`config.mk`:
```
export PLATFORM = sky130hd
export DESIGN_NAME = ca_timer
export DESIGN_NICKNAME = d
export VERILOG_FILES = /design/src/rtl/ca_timer_pkg.sv /design/src/rtl/ca_psc.sv /design/src/rtl/ca_updown.sv /design/src/rtl/ca_upd_ctrl.sv /design/src/rtl/ca_timer.sv
export SDC_FILE = /design/constraint.sdc
export NUM_CORES = 1
export LEC_CHECK = 0
export ABC_AREA = 1
export BUFFER_PORTS_ARGS = -buffer_cell sky130_fd_sc_hd__buf_2
export CAP_MARGIN = 10
export CORE_MARGIN = 5
export CORE_UTILIZATION = 60
export DETAILED_ROUTE_END_ITERATION = 10
export GPL_TIMING_DRIVEN = 1
export PLACE_DENSITY = 0.77
export SLEW_MARGIN = 20
export SYNTH_ARGS = -nofsm -noshare
export SYNTH_HDL_FRONTEND = slang
export SYNTH_HIERARCHICAL = 1
export SYNTH_SLANG_ARGS = --single-unit
```
`constraint.sdc`:
```
create_clock -name clk -period 6.6 [get_ports clk]
set_input_delay 0.66 -clock clk [delete_from_list [all_inputs] [get_ports clk]]
set_output_delay 0.66 -clock clk [all_outputs]
set_load 0.02 [all_outputs]
```
`src/rtl/ca_timer_pkg.sv`:
```
// Package: shared register addresses and control bit positions for ca_timer.
// Assumes a 2-bit register address on the write port.
package ca_timer_pkg;
    typedef enum logic [1:0] {
        REG_PSC  = 2'd0,
        REG_ARR  = 2'd1,
        REG_REP  = 2'd2,
        REG_CTRL = 2'd3
    } reg_addr_e;

    localparam int CTL_UDIS = 0;
    localparam int CTL_URS  = 1;
    localparam int CTL_UG   = 2;
endpackage

```
`src/rtl/ca_psc.sv`:
```
// Prescaler: counts 0..psc_sh and raises tick in the cycle it sits at psc_sh,
// so the count enable fires once every psc_sh+1 cycles. A restart forces the
// count to 0 and suppresses the tick. Assumes psc_sh changes only at a wrap
// or a restart.
module ca_psc #(
    parameter int PSC_W = 16
) (
    input  logic             clk,
    input  logic             rst_n,
    input  logic             restart,
    input  logic [PSC_W-1:0] psc_sh,
    output logic             tick
);
    logic [PSC_W-1:0] pc_q;
    logic             wrap;

    assign wrap = (pc_q == psc_sh);
    assign tick = wrap && !restart;

    // Divider count: wrap at the shadow value or restart on request.
    always_ff @(posedge clk) begin
        if (!rst_n)               pc_q <= '0;
        else if (restart || wrap) pc_q <= '0;
        else                      pc_q <= pc_q + 1'b1;
    end

    AST_PSC_BOUND: assert property (@(posedge clk) disable iff (!rst_n)
        pc_q <= psc_sh);
endmodule

```
`src/rtl/ca_updown.sv`:
```
// Center-aligned up/down counter. It steps once per tick. While rising, the
// step away from the top (limit-1) is an overflow and the count turns down.
// While falling, the step away from 0 is an underflow and the count turns up.
// A limit below 2 acts as 2. A restart clears the count and sets the
// direction to up.
module ca_updown #(
    parameter int CNT_W = 16
) (
    input  logic             clk,
    input  logic             rst_n,
    input  logic             restart,
    input  logic             tick,
    input  logic [CNT_W-1:0] arr_sh,
    output logic [CNT_W-1:0] cnt,
    output logic             dir_down,
    output logic             ovf,
    output logic             unf
);
    logic [CNT_W-1:0] cnt_q;
    logic             dir_q;
    logic [CNT_W-1:0] top;
    logic             at_top;
    logic             at_bot;

    // Highest value of the count for the current limit.
    assign top    = (arr_sh < CNT_W'(2)) ? CNT_W'(1) : arr_sh - 1'b1;
    assign at_top = !dir_q && (cnt_q >= top);
    assign at_bot = dir_q && (cnt_q == '0);
    assign ovf    = tick && at_top;
    assign unf    = tick && at_bot;
    assign cnt      = cnt_q;
    assign dir_down = dir_q;

    // Count and direction: step on tick, turn at the ends, clear on restart.
    always_ff @(posedge clk) begin
        if (!rst_n || restart) begin
            cnt_q <= '0;
            dir_q <= 1'b0;
        end else if (tick) begin
            if (at_top) begin
                dir_q <= 1'b1;
                cnt_q <= top - 1'b1;
            end else if (at_bot) begin
                dir_q <= 1'b0;
                cnt_q <= CNT_W'(1);
            end else if (dir_q) begin
                cnt_q <= cnt_q - 1'b1;
            end else begin
                cnt_q <= cnt_q + 1'b1;
            end
        end
    end

    AST_HOLD_NO_TICK: assert property (@(posedge clk) disable iff (!rst_n)
        (!tick && !restart) |=> ($stable(cnt_q) && $stable(dir_q)));
    AST_DOWN_STEP: assert property (@(posedge clk) disable iff (!rst_n)
        (tick && !restart && dir_q && cnt_q != '0) |=> (cnt_q == $past(cnt_q) - 1'b1));
    AST_TURN_TOP: assert property (@(posedge clk) disable iff (!rst_n)
        (tick && !restart && !dir_q && cnt_q >= top) |=> dir_q);
endmodule

```
`src/rtl/ca_upd_ctrl.sv`:
```
// Update control. A repetition down-counter turns overflow/underflow events
// into counter updates. The strobe and the disable bit gate them into update
// events. Shadows load on accepted updates, the pulse is registered and the
// flag is sticky. Assumes ev never coincides with ug (the restart masks tick).
module ca_upd_ctrl #(
    parameter int CNT_W = 16,
    parameter int PSC_W = 16,
    parameter int REP_W = 8,
    parameter logic [CNT_W-1:0] ARR_RST = '1
) (
    input  logic             clk,
    input  logic             rst_n,
    input  logic             ev,
    input  logic             ug,
    input  logic             udis,
    input  logic             urs,
    input  logic             flag_clr,
    input  logic [REP_W-1:0] rep_val,
    input  logic [PSC_W-1:0] psc_pre,
    input  logic [CNT_W-1:0] arr_pre,
    output logic [PSC_W-1:0] psc_sh,
    output logic [CNT_W-1:0] arr_sh,
    output logic             upd_pulse,
    output logic             upd_flag
);
    logic [REP_W-1:0] rep_q;
    logic             cu;
    logic             upd;
    logic             set_flag;

    assign cu       = ev && (rep_q == '0);
    assign upd      = (cu || ug) && !udis;
    assign set_flag = upd && !(ug && urs);

    // Repetition down-counter: reload from the live count, else step per event.
    always_ff @(posedge clk) begin
        if (!rst_n)        rep_q <= '0;
        else if (ug || cu) rep_q <= rep_val;
        else if (ev)       rep_q <= rep_q - 1'b1;
    end

    // Shadow registers: take the preloads on accepted updates only.
    always_ff @(posedge clk) begin
        if (!rst_n) begin
            psc_sh <= '0;
            arr_sh <= ARR_RST;
        end else if (upd) begin
            psc_sh <= psc_pre;
            arr_sh <= arr_pre;
        end
    end

    // Pulse and sticky flag; a set wins over a clear in the same cycle.
    always_ff @(posedge clk) begin
        if (!rst_n) begin
            upd_pulse <= 1'b0;
            upd_flag  <= 1'b0;
        end else begin
            upd_pulse <= upd;
            if (set_flag)      upd_flag <= 1'b1;
            else if (flag_clr) upd_flag <= 1'b0;
        end
    end

    AST_NO_UPD_DIS: assert property (@(posedge clk) disable iff (!rst_n)
        udis |=> !upd_pulse);
    AST_REP_GATE: assert property (@(posedge clk) disable iff (!rst_n)
        (ev && rep_q != '0 && !ug) |=> !upd_pulse);
    AST_URS_SILENT: assert property (@(posedge clk) disable iff (!rst_n)
        (ug && urs && !cu && !upd_flag) |=> !upd_flag);
    AST_FLAG_HOLD: assert property (@(posedge clk) disable iff (!rst_n)
        (upd_flag && !flag_clr) |=> upd_flag);
endmodule

```
`src/rtl/ca_timer.sv`:
```
// Top of the center-aligned timer. It holds the preload and control
// registers behind the write port and ties together the prescaler, the
// up/down counter and the update control. The strobe bit of a control write
// acts with the disable and source bits written by that same write.
// Assumes DATA_W >= CNT_W, PSC_W and REP_W.
module ca_timer
    import ca_timer_pkg::*;
#(
    parameter int CNT_W  = 16,
    parameter int PSC_W  = 16,
    parameter int REP_W  = 8,
    parameter int DATA_W = 16,
    parameter logic [CNT_W-1:0] ARR_RST = '1
) (
    input  logic              clk,
    input  logic              rst_n,
    input  logic              wr_en,
    input  logic [1:0]        wr_addr,
    input  logic [DATA_W-1:0] wr_data,
    input  logic              flag_clr,
    output logic [CNT_W-1:0]  cnt,
    output logic              dir_down,
    output logic              upd_pulse,
    output logic              upd_flag
);
    logic [PSC_W-1:0] psc_pre;
    logic [CNT_W-1:0] arr_pre;
    logic [REP_W-1:0] rep_val;
    logic             udis_q;
    logic             urs_q;
    logic             ctrl_wr;
    logic             ug;
    logic             udis_eff;
    logic             urs_eff;
    logic             tick;
    logic             ovf;
    logic             unf;
    logic [PSC_W-1:0] psc_sh;
    logic [CNT_W-1:0] arr_sh;

    assign ctrl_wr  = wr_en && (reg_addr_e'(wr_addr) == REG_CTRL);
    assign ug       = ctrl_wr && wr_data[CTL_UG];
    assign udis_eff = ctrl_wr ? wr_data[CTL_UDIS] : udis_q;
    assign urs_eff  = ctrl_wr ? wr_data[CTL_URS]  : urs_q;

    // Register file: preloads, repetition count and stored control bits.
    always_ff @(posedge clk) begin
        if (!rst_n) begin
            psc_pre <= '0;
            arr_pre <= ARR_RST;
            rep_val <= '0;
            udis_q  <= 1'b0;
            urs_q   <= 1'b0;
        end else if (wr_en) begin
            case (reg_addr_e'(wr_addr))
                REG_PSC:  psc_pre <= wr_data[PSC_W-1:0];
                REG_ARR:  arr_pre <= wr_data[CNT_W-1:0];
                REG_REP:  rep_val <= wr_data[REP_W-1:0];
                REG_CTRL: begin
                    udis_q <= wr_data[CTL_UDIS];
                    urs_q  <= wr_data[CTL_URS];
                end
                default: ;
            endcase
        end
    end

    ca_psc #(.PSC_W(PSC_W)) u_psc (
        .clk     (clk),
        .rst_n   (rst_n),
        .restart (ug),
        .psc_sh  (psc_sh),
        .tick    (tick)
    );

    ca_updown #(.CNT_W(CNT_W)) u_cnt (
        .clk      (clk),
        .rst_n    (rst_n),
        .restart  (ug),
        .tick     (tick),
        .arr_sh   (arr_sh),
        .cnt      (cnt),
        .dir_down (dir_down),
        .ovf      (ovf),
        .unf      (unf)
    );

    ca_upd_ctrl #(
        .CNT_W   (CNT_W),
        .PSC_W   (PSC_W),
        .REP_W   (REP_W),
        .ARR_RST (ARR_RST)
    ) u_upd (
        .clk       (clk),
        .rst_n     (rst_n),
        .ev        (ovf || unf),
        .ug        (ug),
        .udis      (udis_eff),
        .urs       (urs_eff),
        .flag_clr  (flag_clr),
        .rep_val   (rep_val),
        .psc_pre   (psc_pre),
        .arr_pre   (arr_pre),
        .psc_sh    (psc_sh),
        .arr_sh    (arr_sh),
        .upd_pulse (upd_pulse),
        .upd_flag  (upd_flag)
    );
endmodule

```
==> results.rst <==
.. list-table::
   :header-rows: 1

   * - Metric
     - Value
   * - Run status
     - completed
   * - Shortest period the worst path allows
     - 3856 ps
   * - Area of the mapped netlist
     - 7689 um^2
   * - Commonest non-fill, non-tap cells in the layout
     - 317 x sky130_fd_sc_hd__nand2_1, 160 x sky130_fd_sc_hd__nor2_1, 144 x sky130_fd_sc_hd__inv_1
   * - Number of maximum-capacitance violations
     - 0
   * - TritonCTS sink count
     - 117
   * - Post-layout total power
     - 2263 uW
   * - Crit start category
     - flop
   * - Root cell of the clock tree
     - sky130_fd_sc_hd__clkbuf_16
   * - Largest fanout on the critical path
     - 34
   * - Unrepaired setup endpoints after global routing
     - false
   * - Cts hold-fix bufs
     - 0
   * - Half-perimeter wire length of the detailed placement result
     - 12.99 mm
   * - Number of global-route vias before repair
     - 6439
   * - Maximum number of pins on one net before global-route repair
     - 83
   * - Required time reported for the critical path endpoint
     - 6950 ps
   * - Share of post-route cells with drive strength above 1
     - 0.1199
   * - Number of antenna repair diodes
     - 0
   * - Die W
     - 123.2 um
   * - Detailed-router iteration count before antenna repair
     - 5
   * - Total Wirelength
     - 18.03 mm
   * - Clock tree from TritonCTS
     - done
   * - Setup TNS
     - 0 ps
   * - Buffering stage count on the worst path with inverters included
     - 3
   * - P_leak
     - 0.004257 uW
   * - VDD IR-drop max
     - 0.2998 mV
   * - Drt wl/cell
     - 13.05 um
   * - Initial antenna violation count
     - 0
   * - Final setup violation count
     - 0
   * - Filler Cells Inserted
     - 1117
   * - Relative slew slack
     - 0.2765
   * - Antenna Violating Nets Remaining
     - 0
   * - Cell type with the highest occurrence count on the critical path
     - sky130_fd_sc_hd__nand2_1
   * - Post-layout net count
     - 1254
   * - Critical path's slowest cell
     - sky130_fd_sc_hd__dfxtp_1
   * - Total routing usage reported by global routing
     - 0.2485
   * - Buffer levels on the longest clock path
     - 2
   * - Post-synth cell types
     - 42
   * - Hold WC Path Type
     - flop to flop
   * - Final design area excluding fillers
     - 8479 um^2
   * - Number of standard cells after synthesis
     - 1172
   * - Inserted Clock Buffers
     - 17
   * - Skew-Pair Late Insertion Delay
     - 420 ps
   * - Post-CTS setup buffers
     - 0
   * - Sequential share of the synthesized area
     - 0.3046
   * - Final-report max-slew violation count
     - 0
   * - First-pass GRT wire length
     - 30.17 mm
   * - Number of warnings issued by yosys
     - 6
   * - Count of flip-flops with a built-in enable after synthesis
     - 0
   * - Slew of the pin with the lowest slew margin
     - 1083 ps
   * - Initial core utilization
     - 0.6117
   * - Maximum level of the CTS H-tree
     - 4
   * - Setup crit end kind
     - flop
   * - Synthesized netlist net count
     - 1230
   * - Final cycle utilization of the critical path
     - 0.5843
   * - Post-detailed-route DRC marker count
     - 0
   * - Most frequent standard cell in the layout excluding fill and tap cells
     - sky130_fd_sc_hd__nand2_1
   * - Commonest register cell after synthesis
     - sky130_fd_sc_hd__dfxtp_1
   * - Mean cell area of the mapped netlist
     - 6.560 um^2
   * - Count of boundary I/O pins
     - 41
   * - Final hold violation count
     - 0
   * - Area enclosed by the die boundary
     - 15180 um^2
   * - Register bit total from synthesis
     - 117
   * - Post-route clock skew
     - 16.39 ps
   * - Y dimension of the die
     - 123.2 um
   * - Average vias per placed instance
     - 5.218
   * - Violation count after the first detailed-routing iteration
     - 592
   * - Crit path DAT
     - 4210 ps
   * - Cell area power density
     - 266.9 nW/um^2
   * - Synthesis-to-finish area growth
     - 10.28%
   * - Count of cells resized by post-cts repair
     - 0
   * - Highest clock frequency the design can meet
     - 0.2593 GHz
   * - Floorplan core area
     - 12570 um^2
   * - Final hold slack
     - 459.2 ps
   * - Worst stage delay on the critical path
     - 330 ps
   * - Ys async rst share
     - 0
   * - Type of the setup path with the least slack
     - flop to flop
   * - Placed Area
     - 7853 um^2
   * - Clock slew at reported path FFs
     - 60 ps
   * - Placer congestion estimate
     - 0.8820
   * - Number of rows in the core area
     - 41
   * - Number of I/O port buffers
     - 40
   * - Family with the most delay on the worst path
     - simple AND/OR/NAND/NOR gates
   * - Congestion Overflow GR
     - 0
   * - Detailed-route via count
     - 7206
power breakdown:
group          internal (uW)  switching, uW  total [uW]
clock                    641            330         971
combinational            164            296         461
sequential               762           70.2         832
total                   1570            696        2260
worst paths after layout:
check,start,to,slack [ps],depth (start not counted)
hold reg to reg,arr_pre[13],u_upd/arr_sh[13],460,2
setup / recovery,u_upd/arr_sh[0],u_upd/arr_sh[4],2740,25
setup reg to reg,u_upd/arr_sh[0],u_upd/arr_sh[4],2740,25
hold / removal,arr_pre[13],u_upd/arr_sh[13],460,2
worst register-to-register path: cells and delay by family (launching register included):
family | cells | cell delay, ps
adders and majority gates | 2 | 550
DFF | 1 | 330
and+or+nand+nor | 20 | 2540
buffers and inverters | 3 | 390
routing by layer:
metal / GRT usage / wire [um] / part of all wire / vias to the layer above
met4: 0.1197 / 555 / 0.031 / 0
met2: 0.3795 / 8026 / 0.45 / 174
met1: 0.3390 / 8543 / 0.47 / 3222
li1: - / - / - / 3774
met3: 0.04529 / 900 / 0.050 / 36
met5: 0 / 0 / 0 / -
kinds of logic after synthesis:
kind of cell	Yosys count	synth area share
and+or+nand+nor	697	0.4171
buffers and inverters	188	0.1094
DFF	117	0.3046
AOI/OAI and AO/OA	102	0.07291
adders and majority gates	36	0.05956
xor gates and xnor gates	32	0.03645
final cells by class:
class / instances / area, um^2 / area share
timing repair buffer: 42 / 215.2 / 0.02538
inverter: 151 / 574.3 / 0.06773
clock buffer: 20 / 446.7 / 0.05268
multi-input combinational: 867 / 4511 / 0.5319
clock inverter: 12 / 175.2 / 0.02066
sequential: 117 / 2342 / 0.2762
tap: 172 / 215.2 / 0.02538
synth_stat cells, types with 2 or more instances:
library cell | instances | area (um^2)
sky130_fd_sc_hd__nor2_2 | 23 | 143.9
sky130_fd_sc_hd__nand3_1 | 112 | 560.5
sky130_fd_sc_hd__nand2_1 | 317 | 1190
sky130_fd_sc_hd__buf_1 | 3 | 11.26
sky130_fd_sc_hd__a21oi_1 | 48 | 240.2
sky130_fd_sc_hd__o21bai_1 | 8 | 60.06
sky130_fd_sc_hd__buf_12 | 4 | 80.08
sky130_fd_sc_hd__o211ai_1 | 2 | 15.01
sky130_fd_sc_hd__a21o_1 | 2 | 15.01
sky130_fd_sc_hd__nand3_4 | 5 | 87.58
sky130_fd_sc_hd__buf_2 | 11 | 55.05
sky130_fd_sc_hd__nor2_4 | 7 | 78.83
sky130_fd_sc_hd__or2_2 | 3 | 18.77
sky130_fd_sc_hd__nor4_1 | 2 | 12.51
sky130_fd_sc_hd__nand4_1 | 25 | 156.4
sky130_fd_sc_hd__nand3_2 | 10 | 100.1
sky130_fd_sc_hd__buf_6 | 5 | 56.30
sky130_fd_sc_hd__o21ai_0 | 14 | 70.07
sky130_fd_sc_hd__nand3b_1 | 6 | 45.04
sky130_fd_sc_hd__a31oi_1 | 5 | 31.28
sky130_fd_sc_hd__ha_1 | 35 | 437.9
sky130_fd_sc_hd__xor2_1 | 27 | 236.5
sky130_fd_sc_hd__o21ai_1 | 18 | 90.09
sky130_fd_sc_hd__o21a_1 | 2 | 15.01
sky130_fd_sc_hd__nor2_1 | 160 | 600.6
sky130_fd_sc_hd__nor3_1 | 7 | 35.03
sky130_fd_sc_hd__nand2_8 | 2 | 40.04
sky130_fd_sc_hd__dfxtp_1 | 117 | 2342
sky130_fd_sc_hd__inv_2 | 5 | 18.77
sky130_fd_sc_hd__clkbuf_1 | 11 | 41.29
sky130_fd_sc_hd__nand2_4 | 5 | 56.30
sky130_fd_sc_hd__buf_4 | 3 | 22.52
sky130_fd_sc_hd__nand2_2 | 12 | 75.07
sky130_fd_sc_hd__inv_1 | 144 | 540.5
sky130_fd_sc_hd__xnor2_1 | 5 | 43.79
per-stage QoR:
stage          cells  setup slack [ps]    util
5_1_grt         1381              2318  0.6747
6_report        1381              2744  0.6747
2_1_floorplan   1172              3365       -
3_3_place_gp    1349              2698  0.6248
4_1_cts         1381              2720  0.6743
3_5_place_dp    1349              2594  0.6248
flip-flops by register name, summed over array words and instances, names as in the netlist, 8 cells and up:
register,count
rep_val,8
u_cnt/cnt,16
u_upd/psc_sh,16
u_psc/pc_q,16
u_upd/rep_q,8
psc_pre,16
u_upd/arr_sh,16
arr_pre,16
Power figures use the tool's default switching activity.
